--- src/rtl/pgrd_pkg.sv ---
package pgrd_pkg;
   typedef enum logic [1:0] {
      PG_IDLE  = 2'd0,
      PG_FETCH = 2'd1,
      PG_READY = 2'd2
   } pg_state_e;
endpackage

--- src/rtl/pgrd_ctrl.sv ---
module pgrd_ctrl
   import pgrd_pkg::*;
#(
   parameter int ADDR_W     = 20,
   parameter int PAGE_WORDS = 4,
   parameter int FETCH_LAT  = 4
) (
   input  logic                                   clk,
   input  logic                                   rst_n,
   input  logic                                   ce_n,
   input  logic                                   rd_act,
   input  logic [ADDR_W-$clog2(PAGE_WORDS)-1:0]   addr_hi,
   output logic                                   arr_req,
   output logic [ADDR_W-$clog2(PAGE_WORDS)-1:0]   tag_q,
   output logic                                   cap_en,
   output logic                                   hit
);
   localparam int SEL_W = $clog2(PAGE_WORDS);
   localparam int HI_W  = ADDR_W - SEL_W;
   localparam int CNT_W = $clog2(FETCH_LAT + 1);
   localparam logic [CNT_W-1:0] CNT_LOAD = CNT_W'(FETCH_LAT - 1);

   pg_state_e        state_q;
   logic [CNT_W-1:0] cnt_q;
   logic             pg_valid_q;
   logic             start_fetch;
   logic             tag_match;

   initial begin
      assert (FETCH_LAT >= 1) else $error("FETCH_LAT must be at least 1");
      assert (HI_W >= 1) else $error("ADDR_W must exceed page select width");
   end

   assign tag_match   = (tag_q == addr_hi);
   assign start_fetch = !ce_n && rd_act && ((state_q == PG_IDLE) || !tag_match);
   assign cap_en      = !ce_n && !start_fetch && (state_q == PG_FETCH) && (cnt_q == '0);
   assign hit         = pg_valid_q && tag_match;

   always_ff @(posedge clk or negedge rst_n) begin
      if (!rst_n) begin
         state_q    <= PG_IDLE;
         tag_q      <= '0;
         cnt_q      <= '0;
         pg_valid_q <= 1'b0;
         arr_req    <= 1'b0;
      end else begin
         arr_req <= 1'b0;
         if (ce_n) begin
            state_q    <= PG_IDLE;
            pg_valid_q <= 1'b0;
         end else if (start_fetch) begin
            state_q    <= PG_FETCH;
            tag_q      <= addr_hi;
            cnt_q      <= CNT_LOAD;
            pg_valid_q <= 1'b0;
            arr_req    <= 1'b1;
         end else if (cap_en) begin
            state_q    <= PG_READY;
            pg_valid_q <= 1'b1;
         end else if (state_q == PG_FETCH) begin
            cnt_q <= cnt_q - 1'b1;
         end
      end
   end

   AST_REQ_ONLY_ON_READ: assert property (@(posedge clk) disable iff (!rst_n)
      arr_req |-> $past(rd_act && !ce_n));
   AST_STANDBY_INVALID: assert property (@(posedge clk) disable iff (!rst_n)
      ce_n |=> !pg_valid_q);
   AST_PAGE_STABLE: assert property (@(posedge clk) disable iff (!rst_n)
      (state_q == PG_FETCH && !arr_req) |-> $stable(tag_q));
   AST_VALID_FROM_FETCH: assert property (@(posedge clk) disable iff (!rst_n)
      $rose(pg_valid_q) |-> $past(state_q) == PG_FETCH);
endmodule

--- src/rtl/pgrd_store.sv ---
module pgrd_store #(
   parameter int DATA_W     = 16,
   parameter int PAGE_WORDS = 4
) (
   input  logic                          clk,
   input  logic                          rst_n,
   input  logic                          cap_en,
   input  logic [PAGE_WORDS*DATA_W-1:0]  arr_rdata,
   input  logic [$clog2(PAGE_WORDS)-1:0] sel,
   output logic [DATA_W-1:0]             word
);
   logic [DATA_W-1:0] words_q [PAGE_WORDS];

   initial begin
      assert (PAGE_WORDS >= 2 && (PAGE_WORDS & (PAGE_WORDS - 1)) == 0)
         else $error("PAGE_WORDS must be a power of two");
      assert (DATA_W >= 1) else $error("DATA_W must be positive");
   end

   for (genvar i = 0; i < PAGE_WORDS; i++) begin : g_word
      always_ff @(posedge clk or negedge rst_n) begin
         if (!rst_n)      words_q[i] <= '0;
         else if (cap_en) words_q[i] <= arr_rdata[i*DATA_W +: DATA_W];
      end
   end

   assign word = words_q[sel];
endmodule

--- src/rtl/pgrd_outmux.sv ---
module pgrd_outmux #(
   parameter int DATA_W = 16
) (
   input  logic              clk,
   input  logic              rst_n,
   input  logic              rd_act,
   input  logic              hit,
   input  logic [DATA_W-1:0] word_in,
   output logic [DATA_W-1:0] dout,
   output logic              dout_en
);
   logic              en_q;
   logic [DATA_W-1:0] q_q;

   always_ff @(posedge clk or negedge rst_n) begin
      if (!rst_n) begin
         en_q <= 1'b0;
         q_q  <= '0;
      end else if (rd_act && hit) begin
         en_q <= 1'b1;
         q_q  <= word_in;
      end else begin
         en_q <= 1'b0;
         q_q  <= '0;
      end
   end

   assign dout_en = en_q && rd_act;
   assign dout    = dout_en ? q_q : '0;

   AST_IDLE_CLEARS: assert property (@(posedge clk) disable iff (!rst_n)
      !rd_act |=> !en_q);
endmodule

--- src/rtl/page_read_buffer.sv ---
module page_read_buffer #(
   parameter int DATA_W     = 16,
   parameter int ADDR_W     = 20,
   parameter int PAGE_WORDS = 4,
   parameter int FETCH_LAT  = 4
) (
   input  logic                                 clk,
   input  logic                                 rst_n,
   input  logic                                 ce_n,
   input  logic                                 oe_n,
   input  logic                                 we_n,
   input  logic [ADDR_W-1:0]                    addr,
   output logic                                 arr_req,
   output logic [ADDR_W-$clog2(PAGE_WORDS)-1:0] arr_page,
   input  logic [PAGE_WORDS*DATA_W-1:0]         arr_rdata,
   output logic [DATA_W-1:0]                    dout,
   output logic                                 dout_en
);
   localparam int SEL_W = $clog2(PAGE_WORDS);
   localparam int HI_W  = ADDR_W - SEL_W;

   logic              rd_act;
   logic              cap_en;
   logic              hit;
   logic [DATA_W-1:0] word;
   logic [HI_W-1:0]   addr_hi;
   logic [SEL_W-1:0]  addr_sel;

   assign rd_act   = !ce_n && !oe_n && we_n;
   assign addr_hi  = addr[ADDR_W-1:SEL_W];
   assign addr_sel = addr[SEL_W-1:0];

   pgrd_ctrl #(.ADDR_W(ADDR_W), .PAGE_WORDS(PAGE_WORDS), .FETCH_LAT(FETCH_LAT)) u_ctrl (
      .clk(clk), .rst_n(rst_n), .ce_n(ce_n), .rd_act(rd_act), .addr_hi(addr_hi),
      .arr_req(arr_req), .tag_q(arr_page), .cap_en(cap_en), .hit(hit)
   );

   pgrd_store #(.DATA_W(DATA_W), .PAGE_WORDS(PAGE_WORDS)) u_store (
      .clk(clk), .rst_n(rst_n), .cap_en(cap_en), .arr_rdata(arr_rdata),
      .sel(addr_sel), .word(word)
   );

   pgrd_outmux #(.DATA_W(DATA_W)) u_out (
      .clk(clk), .rst_n(rst_n), .rd_act(rd_act), .hit(hit), .word_in(word),
      .dout(dout), .dout_en(dout_en)
   );

   AST_OE_HIGHZ: assert property (@(posedge clk) disable iff (!rst_n)
      oe_n |-> (!dout_en && dout == '0));
   AST_MISS_NO_DATA: assert property (@(posedge clk) disable iff (!rst_n)
      arr_req |=> !dout_en);
endmodule

--- config.mk ---
export PLATFORM = sky130hd
export DESIGN_NAME = page_read_buffer
export DESIGN_NICKNAME = d
export VERILOG_FILES = /design/src/rtl/pgrd_pkg.sv /design/src/rtl/pgrd_ctrl.sv /design/src/rtl/pgrd_store.sv /design/src/rtl/pgrd_outmux.sv /design/src/rtl/page_read_buffer.sv
export SDC_FILE = /design/constraint.sdc
export NUM_CORES = 1
export LEC_CHECK = 0
export ABC_AREA = 0
export CAP_MARGIN = 20
export CORE_ASPECT_RATIO = 0.9
export CORE_MARGIN = 2
export CORE_UTILIZATION = 49
export DETAILED_ROUTE_END_ITERATION = 10
export PLACE_DENSITY = 0.91
export SKIP_CTS_REPAIR_TIMING = 1
export SYNTH_ARGS = -nofsm -noshare
export SYNTH_HDL_FRONTEND = slang
export SYNTH_SLANG_ARGS = --single-unit
export TNS_END_PERCENT = 50
--- constraint.sdc ---
create_clock -name clk -period 2.8 [get_ports clk]
set_clock_uncertainty 0.15 [all_clocks]
set_input_delay 0.42 -clock clk [delete_from_list [all_inputs] [get_ports clk]]
set_output_delay 0.42 -clock clk [all_outputs]
set_load 0.01 [all_outputs]
=== Yosys cells after proc, flatten, opt, wreduce, memory -nomap -nowiden ===
Index checks and enable logic that the tools add are counted.

* Output and inout bits: 36
* Flip-flop bits (word level): 106
* Logic and storage cells: 56

* Mux-type cells: 17
* Bitwise gates (word level): 2
* Order comparisons: 1
* Add/subtract/negate cells: 1
* Equal/unequal tests: 3
* Reductions and logical operators: 21

{| class="wikitable"
|+ Operators with widths
! cell !! number
|-
| 16-bit 2-to-1 mux || 4
|-
| 16-bit binary-select mux with 2-bit select || 1
|-
| 18-bit equality test || 1
|-
| 1-bit logical AND || 10
|-
| 3-bit 2-to-1 mux || 3
|-
| 1-bit 2-to-1 mux || 6
|-
| 2-bit 2-to-1 mux || 3
|-
| 1-bit zero test || 4
|-
| 3-bit greater-or-equal comparator (second input constant) || 1
|-
| 3-bit zero test || 1
|-
| 2-bit NOT with 3-bit output || 1
|-
| 3-bit AND reduction || 1
|-
| 3-bit nonzero test || 1
|-
| 3-bit by 1-bit subtractor with 3-bit output (second input constant) || 1
|-
| 2-bit by 1-bit equality test with 1-bit output (second input constant) || 1
|-
| 2-bit zero test || 1
|-
| 2-bit by 1-bit inequality test with 1-bit output (second input constant) || 1
|-
| 2-bit AND reduction || 1
|-
| 2-bit nonzero test || 1
|-
| 1-bit logical OR || 1
|-
| 1-bit NOT || 1
|}

=== Depth between registers and ports, before layout ===
Gate-level depths: netlist of the first run.

* Word-level depth: 12
* Gate-level depth with buffers: 8
* Gate-level depth less buffers: 7

=== By module ===
Synthesis of the first run repeated with hierarchy kept, for this count alone.

* Cells, all modules: 397
* Area total of the unflattened synthesis: 5104.9 um^2

{| class="wikitable"
|+ Modules (own cells, without submodules)
! module !! cells each !! sequential area each (um^2) !! instances !! area each (um^2)
|-
| pgrd_store || 155 || 1601.5 || 1 || 2781.4
|-
| pgrd_ctrl || 185 || 600.6 || 1 || 1627.8
|-
| pgrd_outmux || 56 || 425.4 || 1 || 683.2
|-
| page_read_buffer || 1 || 0.0 || 1 || 12.5
|}

=== Worst setup path before layout of the first run ===
OpenSTA, ideal clock, no wires.

* Kind: register to register
* Start: reg u_ctrl.tag_q[10]
* End: reg u_store.words_q[13] (netlist name)
* Arrival time: 1851 ps
* Stages on the path, launching flop included: 7
* Buffers on the path: 1
* Setup time: 128 ps
* Data required time: 2522 ps
* Setup slack: 671 ps
* Path through: dfrtp_1 -> or2b_1 -> nand4_1 -> nor4_4 -> a31oi_4 -> buf_6 -> mux2_1

* Word-level cells in the longest chain between the ends: 8

{| class="wikitable"
|+ Ends and longest elaborated chain
! element !! line !! text
|-
| start: declaration || pgrd_ctrl.sv:14 || <nowiki>output logic [ADDR_W-$clog2(PAGE_WORDS)-1:0] tag_q,</nowiki>
|-
| start signal: assignment || pgrd_ctrl.sv:53 || <nowiki>tag_q <= addr_hi;</nowiki>
|-
| 18-bit equality test || pgrd_ctrl.sv:34 || <nowiki>assign tag_match = (tag_q == addr_hi);</nowiki>
|-
| 1-bit zero test || pgrd_ctrl.sv:35 || <nowiki>assign start_fetch = !ce_n && rd_act && ((state_q == PG_IDLE) || !tag_match);</nowiki>
|-
| 1-bit logical OR || pgrd_ctrl.sv:35 ||
|-
| 1-bit logical AND || pgrd_ctrl.sv:35 ||
|-
| 1-bit zero test || pgrd_ctrl.sv:36 || <nowiki>assign cap_en = !ce_n && !start_fetch && (state_q == PG_FETCH) && (cnt_q == '0);</nowiki>
|-
| 1-bit logical AND (3 in a row) || pgrd_ctrl.sv:36 ||
|-
| end signal: indexed assignment || pgrd_store.sv:23 || <nowiki>else if (cap_en) words_q[i] <= arr_rdata[i*DATA_W +: DATA_W];</nowiki>
|-
| end: declaration || pgrd_store.sv:12 || <nowiki>logic [DATA_W-1:0] words_q [PAGE_WORDS];</nowiki>
|}

No other way between the ends.
A chain may end at the register's enable or synchronous reset.

=== Worst setup path after layout of the first run ===
* Start: in ce_n
* End: out dout[3]

* Word-level cells in the longest chain between the ends: 5

{| class="wikitable"
|+ Ends and longest elaborated chain
! element !! line !! text
|-
| start: declaration || page_read_buffer.sv:9 || <nowiki>input logic ce_n,</nowiki>
|-
| 1-bit zero test || page_read_buffer.sv:29 || <nowiki>assign rd_act = !ce_n && !oe_n && we_n;</nowiki>
|-
| 1-bit logical AND (2 in a row) || page_read_buffer.sv:29 ||
|-
| 1-bit logical AND || pgrd_outmux.sv:28 || <nowiki>assign dout_en = en_q && rd_act;</nowiki>
|-
| 16-bit 2-to-1 mux || pgrd_outmux.sv:29 || <nowiki>assign dout = dout_en ? q_q : '0;</nowiki>
|-
| end: declaration || page_read_buffer.sv:16 || <nowiki>output logic [DATA_W-1:0] dout,</nowiki>
|}

No other way between the ends.

==> results of run 1 <==
[flip-flops by register name, indices dropped and copies added (netlist names)]
register and count:
u_ctrl.tag_q 18, u_out.en_q 1, u_ctrl.cnt_q 3, u_store.words_q 64
u_ctrl.state_q 2, u_ctrl.arr_req 1, u_out.q_q 16
[power groups by stage]
stage / Clock, mW / Sequential [mW] / Combinational [mW]
after floorplan: 0 / 2.25 / 0.935
after global placement: 0 / 2.29 / 1.28
after detailed placement: 0 / 2.33 / 1.34
after CTS: 1.10 / 2.32 / 1.34
after global routing: 1.16 / 2.37 / 1.42
final: 1.07 / 2.32 / 1.33
[synthesized netlist by cell type]
cell type	instances	share of area, %
nor2b_1	16	2.1
nor2_1	3	0.23
and2b_1	1	0.15
mux2_4	51	16
inv_1	7	0.54
a21oi_1	2	0.21
nor3_2	1	0.21
dfrtp_1	105	54
nor3_1	3	0.31
or2_2	1	0.13
and3_1	17	2.2
ha_1	2	0.51
nor4_4	1	0.44
clkbuf_1	6	0.46
mux4_2	16	7.4
buf_6	6	1.4
buf_1	1	0.077
nand2_1	4	0.31
xor2_1	1	0.18
buf_2	3	0.31
nand4_1	5	0.64
o21bai_1	1	0.15
xnor2_1	15	2.7
or2b_1	1	0.15
o22ai_1	2	0.26
a31oi_4	1	0.44
a31oi_2	1	0.26
and2_1	2	0.26
o21ai_0	1	0.10
nand2b_1	7	0.90
mux2_1	10	2.3
mux2_2	21	4.9
[logic make-up after synthesis]
| group | Yosys count |
|---|---|
| adders and majority gates | 2 |
| and+or+nand+nor | 62 |
| muxes | 98 |
| AOI/OAI and AO/OA | 8 |
| xor gates and xnor gates | 16 |
| buffers and inverters | 23 |
| DFF | 105 |
[final cells by class]
class	count	area (sq um)	share of cell area, %
Sequential cell	105	2630	40.2
Multi-Input combinational cell	186	2100	32.1
Timing Repair Buffer	135	1390	21.2
Tap cell	126	158	2.41
Clock buffer	9	124	1.90
Clock inverter	7	110	1.69
Inverter	7	26.3	0.402
[stage by stage]
stage	instances	hold WS (ns)
2_1_floorplan	314	-0.0256
3_3_place_gp	558	0.318
3_5_place_dp	558	0.331
4_1_cts	574	-0.0821
5_1_grt	575	0.375
6_report	575	0.352
[worst max path at each step]
stage                                 from                   to  depth (start not counted)
after global placement            addr[11]   u_store.words_q[2]                          7
after detailed placement          addr[11]   u_store.words_q[2]                          7
after CTS                             ce_n              dout[3]                          6
final                                 ce_n              dout[3]                          6
after floorplan           u_ctrl.tag_q[10]  u_store.words_q[13]                          6
after global routing                  ce_n             dout[13]                          6
[layer usage]
layer	vias to the layer above	wire length, um
li1	1374	-
met1	1503	4180
met2	77	5610
met3	17	440
met4	0	211
met5	-	0
==> metrics.csv, run 1 <==
metric,value,unit
grt_use_met2,35.5,%
p_leak,3.10,nW
syn_nets,405,
cts_buffers,9,
nFillCells,647,
arrival,2.10,ns
cts-root-buf,clkbuf_8,
synth_top_family_by_area,multiplexers,
cp_max_fo,11,
syn2layout_area_growth,34.4,%
syn-cell-area,4860,sq um
reg2reg_depth,8,
power_density,722,nW/um^2
synth_compound_area_share,1.42,%
clock.fmax,375,MHz
pwr-share-clk,22.7,%
fin_crit,2.67,ns
tns,0,ns
grt_antenna_before_repair,0,
comb_power_share,28.2,%
slowest_stage,clkdlybuf4s50_1,
vias_per_cell,5.17,
finalMaxSlewViolations,0,
hold_class,reg -> reg,
dpl_cell_area,6280,sq um
crit_chain,clkdlybuf4s50_1 -> nor2_1 -> and2_4 -> buf_12 -> and3_1 -> clkdlybuf4s50_1,
ant_nets,0,
place.gp.congestion,0.780,
synth-simple-area-share,7.98,%
final_cell_mix,"clkdlybuf4s50_1 (123), dfrtp_1 (105), mux2_4 (51)",
synthMuxAreaShare,30.4,%
seq_area_frac_synth,54.1,%
worst_pin_slew,0.642,ns
clk_pin_slew,0.10,ns
use_met3,3.44,%
htree_levels,3,
cp_data_required_time,2.23,ns
start_util,50.3,%
p_int,3.51,mW
cts_max_path_buffers,2,
finalNetCount,535,
dieHeight,98.5,um
p_sw_share,25.7,%
vias,2971,
setup_viol,0,
ys_types,32,
synthXorXnorAreaFrac,2.88,%
rsz0062_at_grt,no,
grtUsageTotal,20.5,%
r2r_start,u_ctrl.cnt_q[0],
layout_commonest_cell,clkdlybuf4s50_1,
dp_hpwl,7650,um
wirelength,10400,um
clk_latency,0.37,ns
grt_pass1_wl,16500,um
dp_slack,0.0368,ns
drc_errors,0,
period_share,95.3,%
grt_pass1_vias,3192,
crit_buf_inv,3,
min_delay_worst_endpoint,u_store.words_q[18],
drt_first_pass_iters,4,
seq_power_share,49.1,%
critPathKind,in -> out,
start_kind,input pin,
postSynthAreaPerCell,15.5,sq um
port_buffers,124,
crit_path_max_incr_delay,0.56,ns
dieWidth,109,um
synth_fa_ha_area_share,0.515,%
power,4.72,mW
grt_overflow,0,
fin_area,6530,sq um
r2r_slack,0.51,ns
reg2reg_to,u_store.words_q[2],
busiest_layer,met2,
netSwitchingPower,1.21,mW
grt.met1_usage,25.9,%
final_util,67.6,%
wire_per_inst,18.2,um
num_rows,34,
crit_path_end_kind,primary output,
drv_cap,0,
coreArea,9660,sq um
cpMostUsedCell,clkdlybuf4s50_1,
crit_family,buffers and inverters,
ys_ff_latch,105,
clock_sinks,105,
slew_headroom,57.2,%
finalWorstSetupSlack,0.130,ns
peakVddDrop,0.375,mV
holdPathStages,1,
cts_tree,built,
status,"complete, no violations",
drive_gt1_share,26.9,%
die_area,10700,sq um
syn_inst,314,
antenna_cells,0,
ios,125,
finalHoldViolCount,0,
worstHoldStart,u_store.words_q[18],
drtIter0Drc,148,
grt_max_degree,51,
yosysWarningCount,0,
Power figures use the tool's default switching activity.
==> inputs of run 2 (changes only) <==
clock period = 2.9 ns   (was 2.8 ns; I/O delays follow)
==> metrics.csv, run 2 (synthesis gave the netlist of run 1 again) <==
metric,value,unit,change
status,"complete, no violations",,unchanged
grt_pass1_vias,3269,,was 3192
grt_max_degree,65,,was 51
min_delay_worst_endpoint,u_store.words_q[18],,unchanged
vias_per_cell,5.16,,was 5.17
grt_pass1_wl,16400,um,was 16500 um
setup_viol,0,,unchanged
fin_crit,2.75,ns,
port_buffers,124,,unchanged
place.gp.congestion,0.839,,was 0.780
dp_slack,0.0757,ns,was 0.0368 ns
finalHoldViolCount,0,,unchanged
hold_class,reg -> reg,,unchanged
arrival,2.17,ns,was 2.10 ns
final_cell_mix,"clkdlybuf4s50_1 (123), dfrtp_1 (105), mux2_4 (51)",,unchanged
cts_tree,built,,unchanged
vias,2949,,was 2971
start_kind,input pin,,unchanged
p_leak,3.03,nW,was 3.10 nW
worst_pin_slew,0.587,ns,was 0.642 ns
rsz0062_at_grt,no,,unchanged
clk_latency,0.36,ns,was 0.37 ns
wire_per_inst,17.2,um,was 18.2 um
r2r_slack,0.57,ns,was 0.51 ns
grt_overflow,0,,unchanged
peakVddDrop,0.323,mV,was 0.375 mV
slew_headroom,60.9,%,was 57.2%
htree_levels,3,,unchanged
r2r_start,u_ctrl.tag_q[10],,was u_ctrl.cnt_q[0]
dieHeight,98.5,um,unchanged
drive_gt1_share,25.8,%,was 26.9%
dieWidth,109,um,unchanged
die_area,10700,sq um,unchanged
cts-root-buf,clkbuf_8,,unchanged
ant_nets,0,,unchanged
clk_pin_slew,0.10,ns,about the same
drt_first_pass_iters,4,,unchanged
wl_met3,400,um,was 440 um
period_share,94.9,%,
finalNetCount,532,,was 535
ios,125,,unchanged
reg2reg_depth,6,,was 8
coreArea,9660,sq um,unchanged
met1_length,4100,um,was 4180 um
top_layer,met4,,unchanged
start_util,50.3,%,unchanged
dp_hpwl,7180,um,was 7650 um
tns,0,ns,unchanged
clock_sinks,105,,unchanged
grt_antenna_before_repair,0,,unchanged
largest_reg_flops,64,,unchanged
power_density,670,nW/um^2,was 722 nW/um^2
cp_max_fo,17,,was 11
holdPathStages,1,,unchanged
grtUsageTotal,20.1,%,was 20.5%
reg2reg_to,u_store.words_q[13],,was u_store.words_q[2]
wirelength,9840,um,was 10400 um
wl_met2,5070,um,was 5610 um
cts_buffers,9,,unchanged
layout_commonest_cell,clkdlybuf4s50_1,,unchanged
holdWs,0.349,ns,was 0.352 ns
top_register,u_store.words_q,,unchanged
finalMaxSlewViolations,0,,unchanged
power,4.30,mW,was 4.72 mW
crit_path_end_kind,primary output,,unchanged
antenna_cells,0,,unchanged
reg_top3,"u_store.words_q (64), u_ctrl.tag_q (18), u_out.q_q (16)",,unchanged
cp_data_required_time,2.32,ns,was 2.23 ns
worstHoldStart,u_store.words_q[18],,unchanged
drtIter0Drc,106,,was 148
drc_errors,0,,unchanged
drv_cap,0,,unchanged
dpl_cell_area,6240,sq um,was 6280 sq um
fin_area,6420,sq um,was 6530 sq um
finalWorstSetupSlack,0.149,ns,was 0.130 ns
critPathKind,in -> out,,unchanged
clock.fmax,364,MHz,
cts_max_path_buffers,2,,unchanged
syn2layout_area_growth,32.1,%,was 34.4%
num_rows,34,,unchanged
nFillCells,686,,was 647
run 2: changes by cell type in the layout (fill, tap and decap cells not counted), sizes merged:
cell / change
buf: -3
clkinvlp: +2
clkbuf: +2
clkinv: -1
inv: -1
bufinv: -2
run 2: cell type report:
type	count	area, sq um	share of cell area, %
Sequential cell	105	2630	40.9
Multi-Input combinational cell	186	2100	32.7
Timing Repair Buffer	132	1340	20.9
Tap cell	126	158	2.46
Clock buffer	11	131	2.05
Clock inverter	5	40.0	0.624
Inverter	7	26.3	0.409
run 2: power by group:
group          switching [mW]  internal, mW  total [mW]
Sequential              0.285          1.94        2.22
Clock                   0.495         0.321       0.816
Combinational           0.325         0.939        1.26
Total                    1.10          3.20        4.30
run 2: metrics by stage:
step	util (%)	cells
floorplan	-	314
global placement	64.6	555
detailed placement	64.6	555
CTS	66.4	571
global route	66.5	572
finish	66.5	572
run 2: worst max-delay path by stage:
| stage | startpoint | to | slack (ns) | cells after the start |
|---|---|---|---|---|
| floorplan | u_ctrl.tag_q[10] | u_store.words_q[13] | 0.77 | 6 |
| global placement | addr[4] | u_store.words_q[2] | 0.15 | 7 |
| detailed placement | addr[12] | u_store.words_q[34] | 0.08 | 7 |
| CTS | ce_n | dout[15] | 0.15 | 6 |
| global route | ce_n | dout[0] | 0.08 | 6 |
| finish | ce_n | dout[13] | 0.15 | 6 |
run 2: routing by layer:
metal	track usage [%]	vias up
li1	-	1365
met1	25.5	1493
met2	33.3	67
met3	4.43	24
met4	8.28	0
met5	0	-
run 2: worst max-delay path, stage by stage:
cell and delay (ns):
clkdlybuf4s50_1 0.45, nor2_1 0.17, and2_1 0.15, buf_4 0.21, and3_1 0.21, clkdlybuf4s50_1 0.54
